### src/rtl/hbh_pkg.sv
package hbh_pkg;

    typedef enum logic [1:0] {
        CK_MEM_RD = 2'd0,
        CK_MEM_WR = 2'd1,
        CK_IO_RD  = 2'd2,
        CK_IO_WR  = 2'd3
    } cyc_kind_e;

    typedef enum logic [2:0] {
        ST_IDLE    = 3'd0,
        ST_HOLD    = 3'd1,
        ST_DRAIN   = 3'd2,
        ST_GRANT   = 3'd3,
        ST_RELEASE = 3'd4
    } hand_state_e;

endpackage

### src/rtl/hbh_route.sv
module hbh_route
    import hbh_pkg::*;
#(
    parameter int ADDR_W = 32,
    parameter int IO_W   = 16
) (
    input  logic              clk,
    input  logic              rst_n,
    input  logic              cpu_ads,
    input  logic [ADDR_W-1:0] cpu_addr,
    input  logic [1:0]        cpu_kind,
    input  logic              cpu_burst,
    input  logic              hold_on,
    input  logic [IO_W-1:0]   win_lo,
    input  logic [IO_W-1:0]   win_hi,
    output logic              dram_sel,
    output logic              agp_sel,
    output logic              pci_sel,
    output logic              cpu_na,
    output logic [ADDR_W-1:0] route_addr
);

    logic            accept;
    logic            is_io;
    logic            single_rd;
    logic            in_window;
    logic [IO_W-1:0] io_port;

    always_comb begin
        io_port   = cpu_addr[IO_W-1:0];
        accept    = cpu_ads && !hold_on;
        is_io     = cpu_kind[1];
        single_rd = (cpu_kind == CK_MEM_RD) && !cpu_burst;
        in_window = (io_port >= win_lo) && (io_port <= win_hi);
    end

    always_ff @(posedge clk or negedge rst_n) begin
        if (!rst_n) begin
            dram_sel   <= 1'b0;
            agp_sel    <= 1'b0;
            pci_sel    <= 1'b0;
            cpu_na     <= 1'b0;
            route_addr <= '0;
        end else begin
            dram_sel <= accept && !is_io;
            agp_sel  <= accept && is_io && in_window;
            pci_sel  <= accept && is_io && !in_window;
            cpu_na   <= accept && !single_rd;
            if (accept) begin
                route_addr <= cpu_addr;
            end
        end
    end

    assert_one_target_R2 : assert property (@(posedge clk) disable iff (!rst_n)
        $onehot0({dram_sel, agp_sel, pci_sel}));

    assert_no_na_single_read_R5 : assert property (@(posedge clk) disable iff (!rst_n)
        (cpu_ads && !hold_on && cpu_kind == CK_MEM_RD && !cpu_burst) |=> !cpu_na);

    assert_hold_blocks_cycles_R11 : assert property (@(posedge clk) disable iff (!rst_n)
        hold_on |=> !(dram_sel || agp_sel || pci_sel || cpu_na));

endmodule

### src/rtl/hbh_arb.sv
module hbh_arb
    import hbh_pkg::*;
(
    input  logic clk,
    input  logic rst_n,
    input  logic pci_req_n,
    input  logic cpu_hlda,
    input  logic pwb_empty,
    input  logic mwb_empty,
    output logic cpu_hold,
    output logic pci_gnt_n
);

    hand_state_e state_q;
    hand_state_e state_d;
    logic        drained;

    always_comb begin
        drained = pwb_empty && mwb_empty;
    end

    always_ff @(posedge clk or negedge rst_n) begin
        if (!rst_n) begin
            state_q <= ST_IDLE;
        end else begin
            state_q <= state_d;
        end
    end

    always_comb begin
        state_d = state_q;
        unique case (state_q)
            ST_IDLE: begin
                if (!pci_req_n) state_d = ST_HOLD;
            end
            ST_HOLD: begin
                if (pci_req_n)     state_d = ST_RELEASE;
                else if (cpu_hlda) state_d = ST_DRAIN;
            end
            ST_DRAIN: begin
                if (pci_req_n)                state_d = ST_RELEASE;
                else if (cpu_hlda && drained) state_d = ST_GRANT;
            end
            ST_GRANT: begin
                if (pci_req_n) state_d = ST_RELEASE;
            end
            ST_RELEASE: begin
                state_d = ST_IDLE;
            end
            default: state_d = ST_IDLE;
        endcase
    end

    always_comb begin
        cpu_hold  = 1'b0;
        pci_gnt_n = 1'b1;
        unique case (state_q)
            ST_IDLE:    ;
            ST_HOLD:    cpu_hold = 1'b1;
            ST_DRAIN:   cpu_hold = 1'b1;
            ST_GRANT: begin
                cpu_hold  = 1'b1;
                pci_gnt_n = 1'b0;
            end
            ST_RELEASE: cpu_hold = 1'b1;
            default:    ;
        endcase
    end

    assert_req_raises_hold_R6 : assert property (@(posedge clk) disable iff (!rst_n)
        (!pci_req_n && !cpu_hold) |=> cpu_hold);

    assert_no_grant_without_ack_R7 : assert property (@(posedge clk) disable iff (!rst_n)
        (!cpu_hlda && pci_gnt_n) |=> pci_gnt_n);

    assert_grant_after_pwb_R8 : assert property (@(posedge clk) disable iff (!rst_n)
        $fell(pci_gnt_n) |-> $past(pwb_empty));

    assert_grant_after_mwb_R9 : assert property (@(posedge clk) disable iff (!rst_n)
        $fell(pci_gnt_n) |-> $past(mwb_empty));

    assert_release_order_R10 : assert property (@(posedge clk) disable iff (!rst_n)
        (!pci_gnt_n && pci_req_n) |=> (pci_gnt_n && cpu_hold));

endmodule

### src/rtl/hbh_ctrl.sv
module hbh_ctrl
    import hbh_pkg::*;
#(
    parameter int ADDR_W = 32,
    parameter int IO_W   = 16
) (
    input  logic              clk,
    input  logic              rst_n,
    input  logic              cpu_ads,
    input  logic [ADDR_W-1:0] cpu_addr,
    input  logic [1:0]        cpu_kind,
    input  logic              cpu_burst,
    output logic              cpu_na,
    output logic              cpu_hold,
    input  logic              cpu_hlda,
    input  logic [IO_W-1:0]   agp_io_base,
    input  logic [IO_W-1:0]   agp_io_limit,
    output logic              dram_sel,
    output logic              agp_sel,
    output logic              pci_sel,
    output logic [ADDR_W-1:0] route_addr,
    input  logic              pwb_empty,
    input  logic              mwb_empty,
    input  logic              pci_req_n,
    output logic              pci_gnt_n
);

    logic hold_w;

    hbh_arb u_arb (
        .clk       (clk),
        .rst_n     (rst_n),
        .pci_req_n (pci_req_n),
        .cpu_hlda  (cpu_hlda),
        .pwb_empty (pwb_empty),
        .mwb_empty (mwb_empty),
        .cpu_hold  (hold_w),
        .pci_gnt_n (pci_gnt_n)
    );

    hbh_route #(
        .ADDR_W (ADDR_W),
        .IO_W   (IO_W)
    ) u_route (
        .clk        (clk),
        .rst_n      (rst_n),
        .cpu_ads    (cpu_ads),
        .cpu_addr   (cpu_addr),
        .cpu_kind   (cpu_kind),
        .cpu_burst  (cpu_burst),
        .hold_on    (hold_w),
        .win_lo     (agp_io_base),
        .win_hi     (agp_io_limit),
        .dram_sel   (dram_sel),
        .agp_sel    (agp_sel),
        .pci_sel    (pci_sel),
        .cpu_na     (cpu_na),
        .route_addr (route_addr)
    );

    assign cpu_hold = hold_w;

endmodule

### config.mk
export PLATFORM = sky130hd
export DESIGN_NAME = hbh_ctrl
export DESIGN_NICKNAME = d
export VERILOG_FILES = /design/src/rtl/hbh_pkg.sv /design/src/rtl/hbh_route.sv /design/src/rtl/hbh_arb.sv /design/src/rtl/hbh_ctrl.sv
export SDC_FILE = /design/constraint.sdc
export NUM_CORES = 1
export LEC_CHECK = 0
export ABC_AREA = 1
export BUFFER_PORTS_ARGS = -buffer_cell sky130_fd_sc_hd__clkbuf_2
export CORE_AREA = 2 2 79 81
export CTS_CLUSTER_DIAMETER = 200
export CTS_CLUSTER_SIZE = 24
export DETAILED_ROUTE_END_ITERATION = 10
export DIE_AREA = 0 0 81 83
export PLACE_DENSITY = 0.75
export SKIP_CTS_REPAIR_TIMING = 1
export SLEW_MARGIN = 20
export SYNTH_ARGS = -nofsm -noshare
export SYNTH_HDL_FRONTEND = slang
export SYNTH_HIERARCHICAL = 1
export SYNTH_SLANG_ARGS = --single-unit
export TNS_END_PERCENT = 100
### constraint.sdc
create_clock -name clk -period 1.3 [get_ports clk]
set_clock_uncertainty 0.05 [all_clocks]
set_input_delay 0.26 -clock clk [delete_from_list [all_inputs] [get_ports clk]]
set_output_delay 0.26 -clock clk [all_outputs]
set_load 0.05 [all_outputs]
==> results.sh, run 1 <==
export IMPL_status="finished, violations left"
export IMPL_violations="setup timing"
export IMPL_grt_antenna_before_repair=0
export IMPL_syn_instance_count=324
export IMPL_setup_viol=38
export IMPL_worstSetupEndpointType="output pin"
export IMPL_diodes=0
export IMPL_place_congestion=0.8479
export IMPL_clkLatencyLatePin_ps=290
export IMPL_core_area_um2=5816
export IMPL_place_hpwl_um=4812
export IMPL_clkSinkCount=39
export IMPL_start_util_pct=41.87
export IMPL_post_drt_wl_per_cell_um=11.11
export IMPL_cp_arrival_ps=1290
export IMPL_wirelength_um=6032
export IMPL_drc=0
export IMPL_final_min_clock_period_ps=1600
export IMPL_cts_root_buffer_cell="clkbuf_8"
export IMPL_syn_to_final_growth_pct=45.79
export IMPL_cts_tree="yes"
export IMPL_syn_nets=430
export IMPL_fin_nets=573
export IMPL_grt_overflow=0
export IMPL_grt_pass1_wl_um=9722
export IMPL_synth_seq_area_share_pct=40.08
export IMPL_fin_ws_ps=-299.5
export IMPL_relSlewSlack_pct=78.91
export IMPL_yosysUniqueCellTypes=22
export IMPL_cp_required_ps=990
export IMPL_vias_per_cell=4.525
export IMPL_fin_cells=543
export IMPL_rows=28
export IMPL_cts_buffers_inserted=5
export IMPL_synth_enable_flop_cells=0
export IMPL_dp_cells=528
export IMPL_drv_cap=0
export IMPL_hold_depth=3
export IMPL_grt_max_degree=40
export IMPL_vias=2457
export IMPL_track_usage_pct=17.69
export IMPL_p_leak_nw=2.189
export IMPL_synth_ff_type="dfrtp_1"
export IMPL_hold_start="cpu_addr[21]"
export IMPL_synth_area_leaders="dfrtp_1 (40%), nand2_1 (21%), ha_1 (16%)"
export IMPL_avgSynthCellArea_um2=7.515
export IMPL_r2r_slack_ps=-220
export IMPL_ant_nets=0
export IMPL_cts_max_level=2
export IMPL_synth_common_cells="nand2_1 (139), inv_1 (44), dfrtp_1 (39)"
export IMPL_initialDrtViolationCount=71
export IMPL_power_density_nw_per_um2=2342
export IMPL_clock_tree_buffer_depth=2
export IMPL_synth_most_common_cell="nand2_1"
export IMPL_r2r_end="u_route/route_addr[15]"
export IMPL_grt_pass1_vias=2354
export IMPL_synthArstFlopShare_pct=100.0
export IMPL_firstDrtPassIters=4
export IMPL_num_io_pins=112
export IMPL_synth_seq_cells=39
export IMPL_start_kind="flip-flop"
export IMPL_die_area_um2=6723
export IMPL_drv_slew=0
export IMPL_yosys_warnings=6
export IMPL_final_setup_tns_ps=-7148
export IMPL_worst_slew_pin_slew_ps=314.0
export IMPL_r2r_start="u_arb/state_q[0]"
export IMPL_finalHoldViolations=0
export IMPL_rsz0062_at_grt="true"
export IMPL_die_h_um=83
export IMPL_clk_pin_slew_ps=80
export IMPL_drive_gt1_share_pct=35.90
export IMPL_die_w_um=81
export IMPL_yosysTopAreaCell="dfrtp_1"
export IMPL_synthesis_area_um2=2435
export IMPL_port_buffer_count=111
export IMPL_period_share_pct=123.0
export IMPL_reg2reg_depth=8
export IMPL_hold_path_class="in -> reg"
export IMPL_max_freq_ghz=0.6252
export IMPL_hold_end="u_route/route_addr[21]"
export IMPL_netlist_area_leader_share_pct=40.08
export IMPL_crit_type="reg -> out"
export IMPL_max_vdd_ir_drop_v=0.001272
export IMPL_critPathMaxFanout=2
[critical path, stage by stage (launching register included)]
cell and delay [ps]:
dfrtp_1 420, nor2_4 180, xor2_4 170, buf_6 120, buf_12 120
[power by group]
part	switching, mW	internal [mW]	total [mW]	leakage, nW
logic	3.56	1.67	5.23	1.64
clock network	0.428	0.571	0.999	0.0581
registers	0.303	1.78	2.09	0.486
total	4.29	4.02	8.31	2.19
[final cells by class]
cell class	instances	area, um^2
multi-input cells	233	1314
inverters	46	175.2
clock inverters	3	43.79
clock buffers	5	68.82
flip-flops and latches	39	977.2
repair buffers	142	877.1
fillers	534	2266
well taps	75	93.84
[cell usage in the layout (no fill, tap or decap), types with 4 or more instances in the layout]
cell	n
nand2_1	138
clkbuf_2	108
inv_1	44
dfrtp_1	38
ha_1	31
buf_4	22
nor2_1	16
a21oi_1	11
nand3_1	8
clkbuf_8	5
buf_6	5
o21ai_0	4
[routing by layer]
| layer | global-route usage, % | wire (um) |
|---|---|---|
| met2 | 31.63 | 3000 |
| met3 | 2.609 | 333 |
| met1 | 21.49 | 2675 |
| met5 | 0 | 0 |
| met4 | 5.239 | 21 |
[sequential cells by signal, summed over array words and instances (netlist names)]
name / cells
u_arb/state_q: 3
u_route/agp_sel: 1
u_route/cpu_na: 1
u_route/dram_sel: 1
u_route/pci_sel: 1
u_route/route_addr: 32
[cells by family after synthesis]
kind of cell | share of synthesized area, %
buf+inv | 8.325
simple gates | 30.16
flops | 40.08
fa+ha+maj | 16.44
xor+xnor | 0.3598
compound gates | 4.625
[metrics by stage]
stage / setup WS [ps] / area [um^2] / utilization, % / power [mW] / hold WS (ps)
finish: -299.5 / 3550 / 61.04 / 8.313 / 119.2
global route: -351.9 / 3550 / 61.04 / 8.850 / 121.5
CTS: -384.8 / 3415 / 58.71 / 8.010 / -108.4
detailed placement: -267.7 / 3302 / 56.78 / 6.995 / 201.8
global placement: -235.2 / 3302 / 56.78 / 6.887 / 195.7
floorplan: -265.9 / 2481 / - / 5.521 / -85.59
[worst max-delay path by stage]
stage	from	endpoint	slack, ps	depth (start not counted)
after floorplan	u_arb/state_q[1]	u_route/route_addr[10]	-270	6
after global placement	cpu_addr[15]	u_route/agp_sel	-240	9
after detailed placement	cpu_addr[15]	u_route/agp_sel	-270	9
after CTS	u_arb/state_q[1]	cpu_hold	-380	4
after global routing	u_arb/state_q[0]	cpu_hold	-350	4
final	u_arb/state_q[0]	cpu_hold	-300	4
(Power assumes the default switching activity.)
==> run 2: changes to the inputs <==
CORE_AREA = 2 2 78 80   (was 2 2 79 81)
CTS_BUF_LIST = sky130_fd_sc_hd__clkbuf_8   (was unset)
DIE_AREA = 0 0 80 82   (was 0 0 81 83)
PLACE_DENSITY = 0.77   (was 0.75)
==> run 2 against run 1 <==
  * The run still ends with setup timing left
  * Combinational power up 2%
  * Wire length about the same
  * Sequential power is essentially flat
  * Critical path type unchanged
==> results.sh, run 2 (same netlist as run 1, synthesis figures left out) <==
export IMPL_status="finished, violations left"
export IMPL_violations="setup timing"
export IMPL_clock_power_share_pct=9.3
export IMPL_setup_viol=41
export IMPL_crit_type="reg -> out"
export IMPL_start_util_pct=42.38
export IMPL_fin_nets=570
export IMPL_hold_start="cpu_addr[26]"
export IMPL_grt_overflow=0
export IMPL_layout_commonest_cell="nand2_1"
export IMPL_final_cell_mix="nand2_1 (137), clkbuf_2 (109), inv_1 (45)"
export IMPL_cts_buffers_inserted=5
export IMPL_syn_to_final_growth_pct=44.45
export IMPL_r2r_slack_ps=-240
export IMPL_top_regs="u_route/route_addr: 32 flops, u_arb/state_q: 3 flops"
export IMPL_clkSinkCount=39
export IMPL_worstSetupEndpointType="output pin"
export IMPL_drc=0
export IMPL_drive_gt1_share_pct=35.48
export IMPL_share_comb_of_total_power_pct=65.3
export IMPL_port_buffer_count=111
export IMPL_grt_max_degree=40
export IMPL_cts_root_buffer_cell="clkbuf_8"
export IMPL_initialDrtViolationCount=59
export IMPL_vias_per_cell=4.541
export IMPL_hold_end="u_route/route_addr[26]"
export IMPL_switching_share_pct=52.42
export IMPL_reg2reg_depth=8
export IMPL_holdWs_ps=133.8
export IMPL_largest_reg_flops=32
export IMPL_drv_slew=0
export IMPL_hold_depth=3
export IMPL_cts_max_level=2
export IMPL_clk_pin_slew_ps=80
export IMPL_die_h_um=82
export IMPL_fin_ws_ps=-286.7
export IMPL_regMostFlops="u_route/route_addr"
export IMPL_grt_pass1_vias=2272
export IMPL_ant_nets=0
export IMPL_p_int_mw=3.905
export IMPL_num_io_pins=112
export IMPL_die_area_um2=6560
export IMPL_seqPwrFrac_pct=25.5
export IMPL_place_congestion=0.8452
export IMPL_worst_slew_pin_slew_ps=293.4
export IMPL_p_switching_mw=4.302
export IMPL_track_usage_pct=17.89
export IMPL_die_w_um=80
export IMPL_cp_required_ps=990
export IMPL_clkLatencyLatePin_ps=280
export IMPL_power_mw=8.206
export IMPL_cts_tree="yes"
export IMPL_firstDrtPassIters=5
export IMPL_period_share_pct=122.1
export IMPL_rows=28
export IMPL_max_freq_ghz=0.6302
export IMPL_dp_slack_ps=-251.7
export IMPL_grt_pass1_wl_um=9384
export IMPL_finalHoldViolations=0
export IMPL_grt_antenna_before_repair=0
export IMPL_final_min_clock_period_ps=1587
export IMPL_relSlewSlack_pct=80.29
export IMPL_core_area_um2=5746
export IMPL_critPathMaxFanout=2
export IMPL_rsz0062_at_grt="true"
export IMPL_vias=2452
export IMPL_place_hpwl_um=4854
export IMPL_diodes=0
export IMPL_start_kind="flip-flop"
export IMPL_r2r_end="u_route/route_addr[22]"
export IMPL_cp_arrival_ps=1280
export IMPL_power_density_nw_per_um2=2333
export IMPL_r2r_start="u_arb/state_q[0]"
export IMPL_wirelength_um=6037
export IMPL_post_drt_wl_per_cell_um=11.18
export IMPL_max_vdd_ir_drop_v=0.001371
export IMPL_hold_path_class="in -> reg"
export IMPL_clock_tree_buffer_depth=2
export IMPL_drv_cap=0
export IMPL_p_leak_nw=2.177
-- run 2: cell types whose count changed in the layout (fill, tap and decap cells not counted), sizes merged --
cell	before	now
clkbuf	114	116
clkinvlp	0	1
clkinv	2	1
inv	46	47
buf	32	27
bufinv	1	0
-- run 2: worst max-delay path, stage by stage, from the launching register on --
cell	delay, ps
dfrtp_1	410
nor2_4	170
xor2_4	170
buf_6	120
buf_12	120
-- run 2: power groups by stage --
stage / combinational, mW / sequential [mW] / clock [mW]
2_1_floorplan: 1.62 / 3.90 / 0
3_3_place_gp: 4.80 / 2.10 / 0
3_5_place_dp: 4.91 / 2.10 / 0
4_1_cts: 4.91 / 2.09 / 0.790
5_1_grt: 5.77 / 2.15 / 0.843
6_report: 5.36 / 2.09 / 0.760
-- run 2: metal layers --
metal	global-route usage, %	up-vias	wire, um
met5	0	-	0
met4	4.746	0	31
met3	3.077	2	390
li1	-	1280	-
met2	33.67	77	3056
met1	20.93	1093	2559
-- run 2: layout make-up --
| class | instances | area (um^2) |
|---|---|---|
| well taps | 75 | 93.84 |
| multi-input cells | 233 | 1308 |
| inverters | 46 | 175.2 |
| clock buffers | 5 | 68.82 |
| repair buffers | 139 | 878.3 |
| flip-flops and latches | 39 | 977.2 |
| fillers | 549 | 2228 |
| clock inverters | 3 | 16.27 |
-- run 2: worst max path at each step --
stage / startpoint / end / depth (start not counted)
after CTS: u_arb/state_q[1] / cpu_hold / 4
after floorplan: u_arb/state_q[1] / u_route/route_addr[10] / 6
after detailed placement: cpu_addr[13] / u_route/agp_sel / 9
final: u_arb/state_q[0] / cpu_hold / 4
after global routing: u_arb/state_q[0] / cpu_hold / 4
after global placement: cpu_addr[15] / u_route/agp_sel / 8
-- run 2: metrics by stage --
step           TNS [ps]  util, %  area, um^2  cells
2_1_floorplan     -9164        -        2481    324
3_3_place_gp      -1066    57.03        3277    523
3_5_place_dp      -1224    57.03        3277    523
4_1_cts           -2243    58.51        3362    531
5_1_grt          -11290    61.22        3517    540
6_report          -8084    61.22        3517    540
==> run 3: changes to the inputs <==
CORE_AREA = 2 2 82 76   (was 2 2 78 80)
DIE_AREA = 0 0 84 78   (was 0 0 80 82)
==> run 3 against run 2 <==
  * The run still ends with setup timing left
  * Cell area up 9.9%
  * Critical endpoint unchanged
  * Sequential power increased by 5%
  * Clock power is 62% higher
  * Global-route usage rose by 0.88 points
  * Register-to-register slack better by 110 ps
  * Combinational power is 8.6% higher
  * Wire length increased by 10%
  * First-iteration DRC count is 39% higher
  * Highest routed layer unchanged
==> results.sh, run 3 (same netlist as run 1, synthesis figures left out) <==
export IMPL_violations="setup timing"
export IMPL_grt_max_degree=22
export IMPL_worstPathCellList="nor2_4, xor2_4, buf_6, buf_12"
export IMPL_cp_required_ps=990
export IMPL_drv_cap=0
export IMPL_holdWs_ps=109.2
export IMPL_die_h_um=78
export IMPL_max_vdd_ir_drop_v=0.001499
export IMPL_regMostFlops="u_route/route_addr"
export IMPL_crit_family="flip-flops"
export IMPL_hold_end="u_route/route_addr[21]"
export IMPL_drc=0
export IMPL_grt_pass1_wl_um=10040
export IMPL_die_w_um=84
export IMPL_crit_type="reg -> out"
export IMPL_hold_depth=3
export IMPL_rsz0062_at_grt="true"
export IMPL_r2r_slack_ps=-130
export IMPL_grt_pass1_vias=2350
export IMPL_status="finished, violations left"
export IMPL_place_hpwl_um=5018
export IMPL_start_util_pct=43.26
export IMPL_cts_tree="yes"
export IMPL_seqPwrFrac_pct=23.7
export IMPL_cp_num_buf_inv=2
export IMPL_cpPeakStageDelay_ps=420
export IMPL_top_regs="u_route/route_addr: 32 flops, u_arb/state_q: 3 flops"
export IMPL_initialDrtViolationCount=82
export IMPL_clk_pin_slew_ps=90
export IMPL_firstDrtPassIters=4
export IMPL_diodes=0
export IMPL_max_freq_ghz=0.6102
export IMPL_cp_arrival_ps=1330
export IMPL_r2r_end="u_route/route_addr[1]"
export IMPL_share_comb_of_total_power_pct=62.9
export IMPL_period_share_pct=126.1
export IMPL_hold_path_class="in -> reg"
export IMPL_finalHoldViolations=0
export IMPL_grt_antenna_before_repair=0
export IMPL_fin_ws_ps=-338.8
export IMPL_switching_share_pct=50.72
export IMPL_postLayoutCoreUtil_pct=68.70
export IMPL_start_kind="flip-flop"
export IMPL_final_min_clock_period_ps=1639
export IMPL_largest_reg_flops=32
export IMPL_critPathMaxFanout=2
export IMPL_syn_to_final_growth_pct=58.79
export IMPL_vias_per_cell=4.710
export IMPL_cts_root_buffer_cell="clkbuf_8"
export IMPL_r2r_start="u_arb/state_q[0]"
export IMPL_drv_slew=0
export IMPL_ant_nets=0
export IMPL_wirelength_um=6640
export IMPL_place_congestion=0.8071
export IMPL_port_buffer_count=111
export IMPL_reg2reg_depth=7
export IMPL_post_drt_wl_per_cell_um=12.34
export IMPL_layout_commonest_cell="nand2_1"
export IMPL_slowest_stage="dfrtp_1"
export IMPL_drive_gt1_share_pct=46.79
export IMPL_p_int_mw=4.557
export IMPL_vias=2534
export IMPL_clock_tree_buffer_depth=2
export IMPL_relSlewSlack_pct=79.22
export IMPL_hold_start="cpu_addr[21]"
export IMPL_cts_buffers_inserted=5
export IMPL_p_switching_mw=4.691
export IMPL_setup_viol=36
export IMPL_core_area_um2=5628
export IMPL_power_density_nw_per_um2=2392
export IMPL_rows=26
export IMPL_fin_nets=573
export IMPL_clock_power_share_pct=13.3
export IMPL_clkLatencyLatePin_ps=290
export IMPL_clkSinkCount=39
export IMPL_p_leak_nw=2.254
export IMPL_grt_overflow=0
export IMPL_num_io_pins=112
export IMPL_final_cell_mix="nand2_1 (102), clkbuf_2 (93), inv_1 (42)"
export IMPL_track_usage_pct=18.76
export IMPL_cts_max_level=2
export IMPL_worstSetupEndpointType="output pin"
export IMPL_dp_cells=523
export IMPL_fin_cells=538
export IMPL_die_area_um2=6552
export IMPL_worst_slew_pin_slew_ps=313.1
[run 3: changes by cell type in the layout (fill, tap and decap cells not counted), sizes merged]
cell | before | now
clkbuf | 116 | 109
buf | 27 | 37
inv | 47 | 46
bufinv | 0 | 2
clkinvlp | 1 | 0
[run 3: layout make-up]
class	count	area, um^2
clock buffers	5	68.82
clock inverters	3	71.32
fillers	486	1762
inverters	46	177.7
multi-input cells	233	1553
flip-flops and latches	39	977.2
well taps	70	87.58
repair buffers	142	930.9
[run 3: power by group through the flow]
stage               Clock [mW]  Sequential [mW]  Combinational, mW
finish                    1.23             2.19               5.82
global route              1.30             2.26               6.20
CTS                       1.26             2.09               4.92
detailed placement           0             2.12               4.91
global placement             0             2.09               4.83
floorplan                    0             3.90               1.62
[run 3: metal layers]
metal / GRT usage, % / wire [um] / vias up
met5: 0 / 0 / -
met4: 5.968 / 95 / 0
met3: 3.617 / 385 / 12
met2: 32.56 / 3336 / 96
met1: 23.60 / 2823 / 1137
li1: - / - / 1289
[run 3: worst max-delay path by stage]
stage          slack, ps                     end  depth (start not counted)             start
3_3_place_gp        -260         u_route/agp_sel                          8      cpu_addr[15]
2_1_floorplan       -270  u_route/route_addr[10]                          6  u_arb/state_q[1]
6_report            -340                cpu_hold                          4  u_arb/state_q[0]
3_5_place_dp        -260         u_route/agp_sel                          8      cpu_addr[15]
4_1_cts             -370                cpu_hold                          4  u_arb/state_q[1]
5_1_grt             -380                cpu_hold                          4  u_arb/state_q[0]
[run 3: worst reg2reg max path, stage by stage, from the launching register on]
cell	delay, ps
dfrtp_1	420
nor2_4	180
xor2_4	100
nor2_4	150
clkinv_4	130
clkbuf_16	190
nand2_4	60
nand2_2	50
[run 3: per-stage QoR]
| stage | setup WS [ps] | power [mW] | TNS [ps] | area, um^2 |
|---|---|---|---|---|
| after floorplan | -265.9 | 5.521 | -9164 | 2481 |
| after global placement | -263.1 | 6.918 | -1289 | 3308 |
| after detailed placement | -260.2 | 7.032 | -1892 | 3308 |
| after CTS | -373.5 | 8.281 | -2287 | 3448 |
| after global routing | -378.1 | 9.773 | -5784 | 3866 |
| final | -338.8 | 9.248 | -3670 | 3866 |
